## config.mk

```make
export PLATFORM = sky130hd
export DESIGN_NAME = fifo_level_dma
export DESIGN_NICKNAME = d
export VERILOG_FILES = /design/src/rtl/fld_pkg.sv /design/src/rtl/fld_cfg_reg.sv /design/src/rtl/fld_store.sv /design/src/rtl/fld_lvl_eval.sv /design/src/rtl/fifo_level_dma.sv
export SDC_FILE = /design/constraint.sdc
export NUM_CORES = 1
export LEC_CHECK = 0
export BUFFER_PORTS_ARGS = -buffer_cell sky130_fd_sc_hd__buf_4
export CORE_UTILIZATION = 45
export DETAILED_ROUTE_END_ITERATION = 16
export PLACE_DENSITY = 0.65
export RECOVER_POWER = 100
export SLEW_MARGIN = 20
export SYNTH_ARGS = -nofsm -noshare
export SYNTH_HDL_FRONTEND = slang
export SYNTH_SLANG_ARGS = --single-unit
export TNS_END_PERCENT = 10
```

## constraint.sdc

```tcl
create_clock -name clk -period 4.2 [get_ports clk]
set_input_delay 0.63 -clock clk [delete_from_list [all_inputs] [get_ports clk]]
set_output_delay 0.63 -clock clk [all_outputs]
set_load 0.1 [all_outputs]
```

## src/rtl/fld_pkg.sv

```systemverilog
package fld_pkg;

  // Register word width of the host port.
  localparam int unsigned REG_W = 16;

  // Configuration register field positions (decoded by software).
  localparam int unsigned RX_EN_BIT = 15;
  localparam int unsigned AF_LSB    = 8;
  localparam int unsigned TX_EN_BIT = 7;
  localparam int unsigned AE_LSB    = 0;

  // Status positions of the level flags (decoded by the status neighbour).
  localparam int unsigned STAT_RX_BIT = 10;
  localparam int unsigned STAT_TX_BIT = 11;

  // Registered outputs of the threshold evaluator.
  typedef struct packed {
    logic rx_req;
    logic tx_req;
    logic rx_flag;
    logic tx_flag;
  } lvl_out_t;

endpackage

```

## src/rtl/fld_cfg_reg.sv

```systemverilog
module fld_cfg_reg
  import fld_pkg::*;
#(
  parameter int unsigned LVL_W = 5
) (
  input  logic             clk,
  input  logic             rst_n,
  input  logic             we,
  input  logic [REG_W-1:0] wdata,
  output logic [REG_W-1:0] rdata,
  // next-state view, so the evaluator sees a write at the same edge
  output logic             rx_en_d,
  output logic             tx_en_d,
  output logic [LVL_W-1:0] af_d,
  output logic [LVL_W-1:0] ae_d
);

  localparam logic [LVL_W-1:0] AF_RST = {LVL_W{1'b1}};
  localparam logic [LVL_W-1:0] AE_RST = '0;

  logic             rx_en_q, tx_en_q;
  logic [LVL_W-1:0] af_q, ae_q;

  always_comb begin
    if (we) begin
      rx_en_d = wdata[RX_EN_BIT];
      tx_en_d = wdata[TX_EN_BIT];
      af_d    = wdata[AF_LSB +: LVL_W];
      ae_d    = wdata[AE_LSB +: LVL_W];
    end else begin
      rx_en_d = rx_en_q;
      tx_en_d = tx_en_q;
      af_d    = af_q;
      ae_d    = ae_q;
    end
  end

  always_ff @(posedge clk or negedge rst_n) begin
    if (!rst_n) begin
      rx_en_q <= 1'b0;
      tx_en_q <= 1'b0;
      af_q    <= AF_RST;
      ae_q    <= AE_RST;
    end else begin
      rx_en_q <= rx_en_d;
      tx_en_q <= tx_en_d;
      af_q    <= af_d;
      ae_q    <= ae_d;
    end
  end

  always_comb begin
    rdata                     = '0;
    rdata[RX_EN_BIT]          = rx_en_q;
    rdata[TX_EN_BIT]          = tx_en_q;
    rdata[AF_LSB +: LVL_W]    = af_q;
    rdata[AE_LSB +: LVL_W]    = ae_q;
  end

  // Bits of the write word that carry no field.
  logic unused_wbits;
  assign unused_wbits = ^{wdata[14:13], wdata[6:5]};

endmodule

```

## src/rtl/fld_store.sv

```systemverilog
module fld_store #(
  parameter int unsigned DATA_W = 16,
  parameter int unsigned LVL_W  = 5
) (
  input  logic              clk,
  input  logic              rst_n,
  input  logic              push,
  input  logic [DATA_W-1:0] push_data,
  input  logic              pop,
  output logic [DATA_W-1:0] head_data,
  output logic [LVL_W:0]    count_q,
  output logic [LVL_W:0]    count_d,
  output logic              full,
  output logic              empty,
  output logic              push_ok,
  output logic              pop_ok
);

  localparam int unsigned DEPTH = 1 << LVL_W;
  localparam int unsigned CNT_W = LVL_W + 1;

  logic [DATA_W-1:0] mem [DEPTH];
  logic [LVL_W-1:0]  wr_idx, rd_idx;

  assign full    = (count_q == CNT_W'(DEPTH));
  assign empty   = (count_q == '0);
  assign push_ok = push & ~full;
  assign pop_ok  = pop & ~empty;

  always_comb begin
    unique case ({push_ok, pop_ok})
      2'b10:   count_d = count_q + 1'b1;
      2'b01:   count_d = count_q - 1'b1;
      default: count_d = count_q;
    endcase
  end

  // Indices are LVL_W wide, so they wrap modulo DEPTH on their own.
  always_ff @(posedge clk or negedge rst_n) begin
    if (!rst_n) begin
      wr_idx  <= '0;
      rd_idx  <= '0;
      count_q <= '0;
    end else begin
      if (push_ok) wr_idx <= wr_idx + 1'b1;
      if (pop_ok)  rd_idx <= rd_idx + 1'b1;
      count_q <= count_d;
    end
  end

  always_ff @(posedge clk) begin
    if (push_ok) mem[wr_idx] <= push_data;
  end

  assign head_data = mem[rd_idx];

endmodule

```

## src/rtl/fld_lvl_eval.sv

```systemverilog
module fld_lvl_eval
  import fld_pkg::*;
#(
  parameter int unsigned LVL_W = 5
) (
  input  logic             clk,
  input  logic             rst_n,
  input  logic [LVL_W:0]   count_d,
  input  logic             rx_en,
  input  logic             tx_en,
  input  logic [LVL_W-1:0] af_lvl,
  input  logic [LVL_W-1:0] ae_lvl,
  input  logic             xfer_active,
  input  logic             xfer_dir,
  input  logic             evt,
  input  logic             clr_rx,
  input  logic             clr_tx,
  output lvl_out_t         lvl_q
);

  logic idle_empty, rx_hit, tx_hit;
  lvl_out_t lvl_d;

  assign idle_empty = ~xfer_active & (count_d == '0);
  assign rx_hit     = ~idle_empty &  xfer_dir & (count_d > {1'b0, af_lvl});
  assign tx_hit     = ~idle_empty & ~xfer_dir & (count_d < {1'b0, ae_lvl});

  always_comb begin
    lvl_d        = lvl_q;
    // Requests follow their condition every cycle.
    lvl_d.rx_req = rx_hit & rx_en;
    lvl_d.tx_req = tx_hit & tx_en;
    // Flags are re-evaluated on events; otherwise the clear mask acts.
    if (evt) begin
      lvl_d.rx_flag = rx_hit & ~rx_en;
      lvl_d.tx_flag = tx_hit & ~tx_en;
    end else begin
      if (clr_rx) lvl_d.rx_flag = 1'b0;
      if (clr_tx) lvl_d.tx_flag = 1'b0;
    end
  end

  always_ff @(posedge clk or negedge rst_n) begin
    if (!rst_n) lvl_q <= '0;
    else        lvl_q <= lvl_d;
  end

endmodule

```

## src/rtl/fifo_level_dma.sv

```systemverilog
module fifo_level_dma
  import fld_pkg::*;
#(
  parameter int unsigned DATA_W = 16,
  parameter int unsigned LVL_W  = 5
) (
  input  logic              clk,
  input  logic              rst_n,
  input  logic              cfg_we,
  input  logic [15:0]       cfg_wdata,
  output logic [15:0]       cfg_rdata,
  input  logic              host_wr,
  input  logic [DATA_W-1:0] host_wdata,
  input  logic              host_rd,
  output logic [DATA_W-1:0] host_rdata,
  input  logic              flag_clr_we,
  input  logic [15:0]       flag_clr_mask,
  input  logic              xfer_active,
  input  logic              xfer_dir,
  input  logic              card_in_valid,
  output logic              card_in_ready,
  input  logic [DATA_W-1:0] card_in_data,
  output logic              card_out_valid,
  input  logic              card_out_ready,
  output logic [DATA_W-1:0] card_out_data,
  output logic              rx_dma_req,
  output logic              tx_dma_req,
  output logic              rx_lvl_flag,
  output logic              tx_lvl_flag
);

  logic             rx_en_d, tx_en_d;
  logic [LVL_W-1:0] af_d, ae_d;
  logic [LVL_W:0]   count_q, count_d;
  logic             full, empty, push_ok, pop_ok;
  logic             in_fire, out_fire, push, pop;
  logic [DATA_W-1:0] push_data, head_data;
  logic             xfer_q, dir_q, evt;
  logic             clr_rx, clr_tx;
  lvl_out_t         lvl_q;

  // Card streams: a host strobe in the same cycle takes precedence.
  assign card_in_ready  = xfer_active &  xfer_dir & ~full  & ~host_wr;
  assign card_out_valid = xfer_active & ~xfer_dir & ~empty & ~host_rd;
  assign in_fire        = card_in_valid & card_in_ready;
  assign out_fire       = card_out_valid & card_out_ready;

  assign push      = host_wr | in_fire;
  assign push_data = host_wr ? host_wdata : card_in_data;
  assign pop       = host_rd | out_fire;

  fld_cfg_reg #(.LVL_W(LVL_W)) u_cfg (
    .clk     (clk),
    .rst_n   (rst_n),
    .we      (cfg_we),
    .wdata   (cfg_wdata),
    .rdata   (cfg_rdata),
    .rx_en_d (rx_en_d),
    .tx_en_d (tx_en_d),
    .af_d    (af_d),
    .ae_d    (ae_d)
  );

  fld_store #(.DATA_W(DATA_W), .LVL_W(LVL_W)) u_store (
    .clk       (clk),
    .rst_n     (rst_n),
    .push      (push),
    .push_data (push_data),
    .pop       (pop),
    .head_data (head_data),
    .count_q   (count_q),
    .count_d   (count_d),
    .full      (full),
    .empty     (empty),
    .push_ok   (push_ok),
    .pop_ok    (pop_ok)
  );

  always_ff @(posedge clk or negedge rst_n) begin
    if (!rst_n) begin
      xfer_q <= 1'b0;
      dir_q  <= 1'b0;
    end else begin
      xfer_q <= xfer_active;
      dir_q  <= xfer_dir;
    end
  end

  // Anything that can move a threshold condition re-evaluates the flags.
  assign evt = push_ok | pop_ok | cfg_we |
               (xfer_active != xfer_q) | (xfer_dir != dir_q);

  assign clr_rx = flag_clr_we & flag_clr_mask[STAT_RX_BIT];
  assign clr_tx = flag_clr_we & flag_clr_mask[STAT_TX_BIT];

  fld_lvl_eval #(.LVL_W(LVL_W)) u_eval (
    .clk         (clk),
    .rst_n       (rst_n),
    .count_d     (count_d),
    .rx_en       (rx_en_d),
    .tx_en       (tx_en_d),
    .af_lvl      (af_d),
    .ae_lvl      (ae_d),
    .xfer_active (xfer_active),
    .xfer_dir    (xfer_dir),
    .evt         (evt),
    .clr_rx      (clr_rx),
    .clr_tx      (clr_tx),
    .lvl_q       (lvl_q)
  );

  assign rx_dma_req    = lvl_q.rx_req;
  assign tx_dma_req    = lvl_q.tx_req;
  assign rx_lvl_flag   = lvl_q.rx_flag;
  assign tx_lvl_flag   = lvl_q.tx_flag;
  assign host_rdata    = head_data;
  assign card_out_data = head_data;

  logic unused_mask;
  assign unused_mask = ^{flag_clr_mask[15:12], flag_clr_mask[9:0]};

endmodule

```

Yosys cells after proc, flatten, opt, wreduce, memory -nomap -nowiden
Memories as Yosys holds them, arrays and structs flattened.
Index checks and enable logic that the tools add are counted.
Word-level totals
  register bits after elaboration: 34
  RAM bits: 512
  output and inout port bits: 54
  logic and storage cells: 76
  memories: 1
Memories
  u_store.mem: depth 32, width 16, read ports 1, clocked after memory_dff 0, wr ports 1, RTL line fld_store.sv:22  | logic [DATA_W-1:0] mem [DEPTH];
Operators by class
  add/subtract/negate cells: 4
  $lt $le $gt $ge: 2
  eq/ne operators: 5
  muxes and demuxes: 11
  bitwise operators: 36
  reduce and logical (&&, ||, !) cells: 4
Operator list (number)
  bitwise AND 1 bit: 21
  2-to-1 mux 16 bit: 1
  logical NOT 6 bit: 2
  one-hot mux 6 bit (2 select lines): 1
  adder 5 x 1 -> 5 bit (second input constant): 2
  2-to-1 mux 5 bit: 2
  inverter 1 bit: 9
  adder 6 x 1 -> 6 bit (second input constant): 1
  == test 6 bit (second input constant): 1
  > comparator 6 x 5 -> 1 bit: 1
  < comparator 6 x 5 -> 1 bit: 1
  2-to-1 mux 1 bit: 6
  bitwise OR 1 bit: 6
  subtractor 6 x 1 -> 6 bit (second input constant): 1
  nonzero test 2 bit: 2
  == test 2 x 1 -> 1 bit (second input constant): 1
  == test 2 bit (second input constant): 1
  2-to-1 mux 2 bit: 1
  inequality test 1 bit: 2

Depth between registers and ports, before layout
  depth after elaboration: 16
  gate-level depth with buffers: 17

Modules after synthesis
Synthesis repeated with hierarchy kept, for this count alone.
Second synthesis, totals
  cell total of the unflattened synthesis: 1108
  area, all modules: 22006.1 um2
By module, submodules not included
  fld_store: instances 1, cells an instance 978, area each 20556.0 um2
  fld_cfg_reg: instances 1, cells an instance 32, area each 539.3 um2
  fifo_level_dma: instances 1, cells an instance 49, area each 496.7 um2
  fld_lvl_eval: instances 1, cells an instance 49, area each 414.1 um2

Worst setup path after synthesis
OpenSTA, ideal clock, no wires.
  path kind: in2out
  from: input xfer_dir
  to: output card_out_valid
  arrival: 3.926 ns
  required time: 3.570 ns
  slack: -0.356 ns
  stages: 2
  path buffers: 1
  path through: clkbuf_1 > nor4b_1
On the way
  word-level cells in the longest chain between the ends: 4
RTL lines
  from (decl): RTL line fifo_level_dma.sv:19  | input logic xfer_dir,
  inverter 1 bit: RTL line fifo_level_dma.sv:44  | assign card_out_valid = xfer_active & ~xfer_dir & ~empty & ~host_rd;
  bitwise AND 1 bit (3 in series): RTL line fifo_level_dma.sv:44
  to (decl): RTL line fifo_level_dma.sv:23  | output logic card_out_valid,
No other way between the ends.

Worst setup path in the final report
  from: register u_store.rd_idx[0]
  to: output card_out_data[13]
On the way
  word-level cells in the longest chain between the ends: 1
RTL lines
  from (decl): RTL line fld_store.sv:23  | logic [LVL_W-1:0] wr_idx, rd_idx;
  from (signal assigned): RTL line fld_store.sv:46  | if (pop_ok) rd_idx <= rd_idx + 1'b1;
  memory (32 x 16 bit)
  to (decl): RTL line fifo_level_dma.sv:25  | output logic [DATA_W-1:0] card_out_data,
No other way between the ends.

==> impl_metrics.json <==
{
  "slew_violations": 68,
  "wl_per_cell_um": 25.77,
  "cp_max_fo": 24,
  "yosysWarningCount": 0,
  "yosys.area.top_type": "edfxtp_1",
  "synthCells": 994,
  "required_ns": 3.57,
  "cp_num_buf_inv": 2,
  "grt_pass1_wl_um": 69280,
  "swShare_pct": 39.78,
  "synth_area_leaders": "edfxtp_1 70%, mux4_2 17%, dfrtp_1 3.3%",
  "nets": 1236,
  "max_slew_margin_pct": -35.82,
  "pre_cts_ws_ns": 0.1353,
  "grt_pass1_vias": 10565,
  "synth_common_cells": "512 x edfxtp_1, 160 x mux4_2, 40 x nor2_1",
  "grt_usage_pct": 19.30,
  "num_rows": 80,
  "async_flop_share_pct": 6.227,
  "drc": 0,
  "die_width_um": 222.2,
  "final_area_mm2": 0.02515,
  "routed_wirelength_um": 46430,
  "clockPowerShare_pct": 24.2,
  "cp_common_cell": "mux4_2",
  "clk_latency_ns": 0.59,
  "place_congestion": 0.7614,
  "holdWs_ns": 0.2822,
  "critical_path_class": "reg2out",
  "vias": 10419,
  "initial_utilization_pct": 45.70,
  "crit_path_start_kind": "flop",
  "htree_levels": 2,
  "powerDensity_mw_per_mm2": 799.9,
  "slowest_stage": "dfrtp_4",
  "setup_violations": 0,
  "ant_nets": 0,
  "hold_viol_final": 0,
  "port_buffers": 105,
  "multi_input_area_mm2": 0.005213,
  "fin_util_pct": 52.68,
  "critPathCaptureType": "output pin",
  "p_int_mw": 12.12,
  "yosysMostFrequentCell": "edfxtp_1",
  "finalCritPeriodShare_pct": 96.88,
  "drt_first_pass_iters": 5,
  "clockBufferDepth": 3,
  "skew_ns": 0.02014,
  "cts.sinks": 546,
  "fmax_mhz": 245.8,
  "hpwl_um": 27610,
  "crit_path_cell_trace": "buf_12 > mux4_2 > mux4_2 > mux2_1 > buf_4",
  "synth_edf_count": 512,
  "path_delay_family": "multiplexers",
  "clkTransAtPathRegs_ns": 0.06,
  "period_minus_slack_ns": 4.069,
  "maxCapViolCount": 4,
  "areaGrowthSynthToFinish_pct": 15.27,
  "max_stage_delay_ns": 0.79,
  "die_h_um": 222.2,
  "syn_avg_cell_area_um2": 21.95,
  "netlist_area_mm2": 0.02182,
  "worst_ep_arrival_time_ns": 3.44,
  "p_seq_share_pct": 34.1,
  "io_pins": 128,
  "p_total_mw": 20.12,
  "viasPerCell": 5.782,
  "seq_area_mm2": 0.01624,
  "yosysTopAreaCellShare_pct": 70.45,
  "yosysUniqueCellTypes": 49,
  "dpl-instance-area_mm2": 0.02352,
  "final_cells": 1802,
  "ys_seq_area_share_pct": 74.38,
  "antenna_found_initial": 3,
  "overflow": 0,
  "die_area_mm2": 0.04938,
  "core_mm2": 0.04775,
  "hold_path.class": "in2reg",
  "failed_checks": "capacitance limit, slew limit",
  "p_sw_mw": 8.005,
  "cts_tree": "built",
  "outcome": "complete, but fails checks",
  "worst_slack_ns": 0.1312,
  "synth-seq-cells": 546,
  "drive_above_1_share_pct": 33.02,
  "fin_setup_tns_ns": 0,
  "cts_inserted_buffers": 54,
  "synth_flop_cell": "edfxtp_1",
  "p_leak_nw": 8.171,
  "combPwrFrac_pct": 41.7,
  "fillers": 3666,
  "tightest_slew_ns": 2.037,
  "grt_max_degree": 45,
  "num_antenna_cells": 0,
  "ir_drop_v": 0.0006153,
  "first_iter_violations": 1066,
  "place_inst": 1699,
  "clock-root-buffer": "clkbuf_16"
}
-- metal layers --
layer	wire (um)	GRT usage, %	vias to the layer above
met4	667	4.032	0
met5	0	0	-
met1	20050	27.66	5547
met2	22800	31.07	414
met3	2913	3.676	52
li1	-	-	4406
-- worst reg2reg max path, cell delays in order (launching register included) --
cell and delay, ns:
dfrtp_1 0.43, or4_1 0.60, nor3_1 0.24, nor2_1 0.13, ha_4 0.22, ha_1 0.38
or3b_1 0.36, a31o_2 0.25, o311ai_0 0.11, ha_1 0.34, nand2_1 0.07, a21oi_1 0.05
a2111oi_2 0.37, nand2_1 0.12, nor3b_1 0.20
-- layout by cell type (no fill, tap or decap), types with 17 or more instances in the layout --
master       n
nor2_1      21
mux4_2     160
edfxtp_1   512
buf_4       94
dfrtp_1     25
mux2_1      23
clkbuf_1    63
ha_1        18
inv_1       17
nor2_2      19
nand2_1     17
clkbuf_16   55
-- power groups by stage --
stage,clock network [mW],registers (mW),logic (mW)
finish,4.88,6.85,8.39
global route,5.17,6.91,8.78
CTS,4.98,6.85,8.54
detailed placement,0,6.96,8.52
global placement,0,6.93,8.47
floorplan,0,6.81,6.77
-- cell families after synthesis --
| group | Yosys count | synth area share (%) |
|---|---|---|
| AO/OA/AOI/OAI | 32 | 0.9747 |
| AND/OR/NAND/NOR | 88 | 1.938 |
| XOR/XNOR | 11 | 0.4415 |
| buffers and inverters | 88 | 2.127 |
| flip-flops | 546 | 74.38 |
| multiplexers | 207 | 18.88 |
| other | 1 | 0.01718 |
| adder cells (fa/ha/maj) | 21 | 1.238 |
-- worst paths after layout --
| kind | from | to | slack (ns) | cells after the start |
|---|---|---|---|---|
| worst max-delay path | u_store.rd_idx[0]$_DFFE_PN0P_ | card_out_data[13] | 0.13 | 5 |
| worst min-delay path | cfg_wdata[0] | u_cfg.ae_q[0]$_DFF_PN0_ | 0.28 | 3 |
| worst max register to register | u_store.count_q[1]$_DFF_PN0_ | u_eval.lvl_q[2]$_DFF_PN0_ | 0.25 | 14 |
| worst min register to register | u_store.rd_idx[2]$_DFFE_PN0P_ | u_store.rd_idx[2]$_DFFE_PN0P_ | 0.50 | 1 |
| max in group asynchronous | rst_n | u_store.rd_idx[1]$_DFFE_PN0P_ | 1.58 | 2 |
| min in group asynchronous | rst_n | u_cfg.rx_en_q$_DFF_PN0_ | 1.18 | 2 |
-- cell type report --
cell class	instances	share of cell area, %
Inverter	17	0.2537
Tap cell	615	3.059
Clock inverter	36	1.457
Clock buffer	66	5.755
Multi-Input combinational cell	363	20.72
Timing Repair Buffer	159	4.183
Sequential cell	546	64.57
-- state kept, by name (all words and copies together) (netlist names) --
signal           cells
dir_q                1
u_cfg.ae_q           5
u_cfg.af_q           5
u_cfg.rx_en_q        1
u_cfg.tx_en_q        1
u_eval.lvl_q         4
u_store.count_q      6
u_store.mem        512
u_store.rd_idx       5
u_store.wr_idx       5
xfer_q               1
-- repair_timing --
action | CTS | global route
gates resized for setup | 1 | 5
hold endpoints to repair | 29 | 0
endpoints found under the setup margin | 1 | 3
pin swaps | 0 | 0
hold buffers | 1 | 0
setup buffers | 0 | 0
Power figures use the tool's default switching activity.
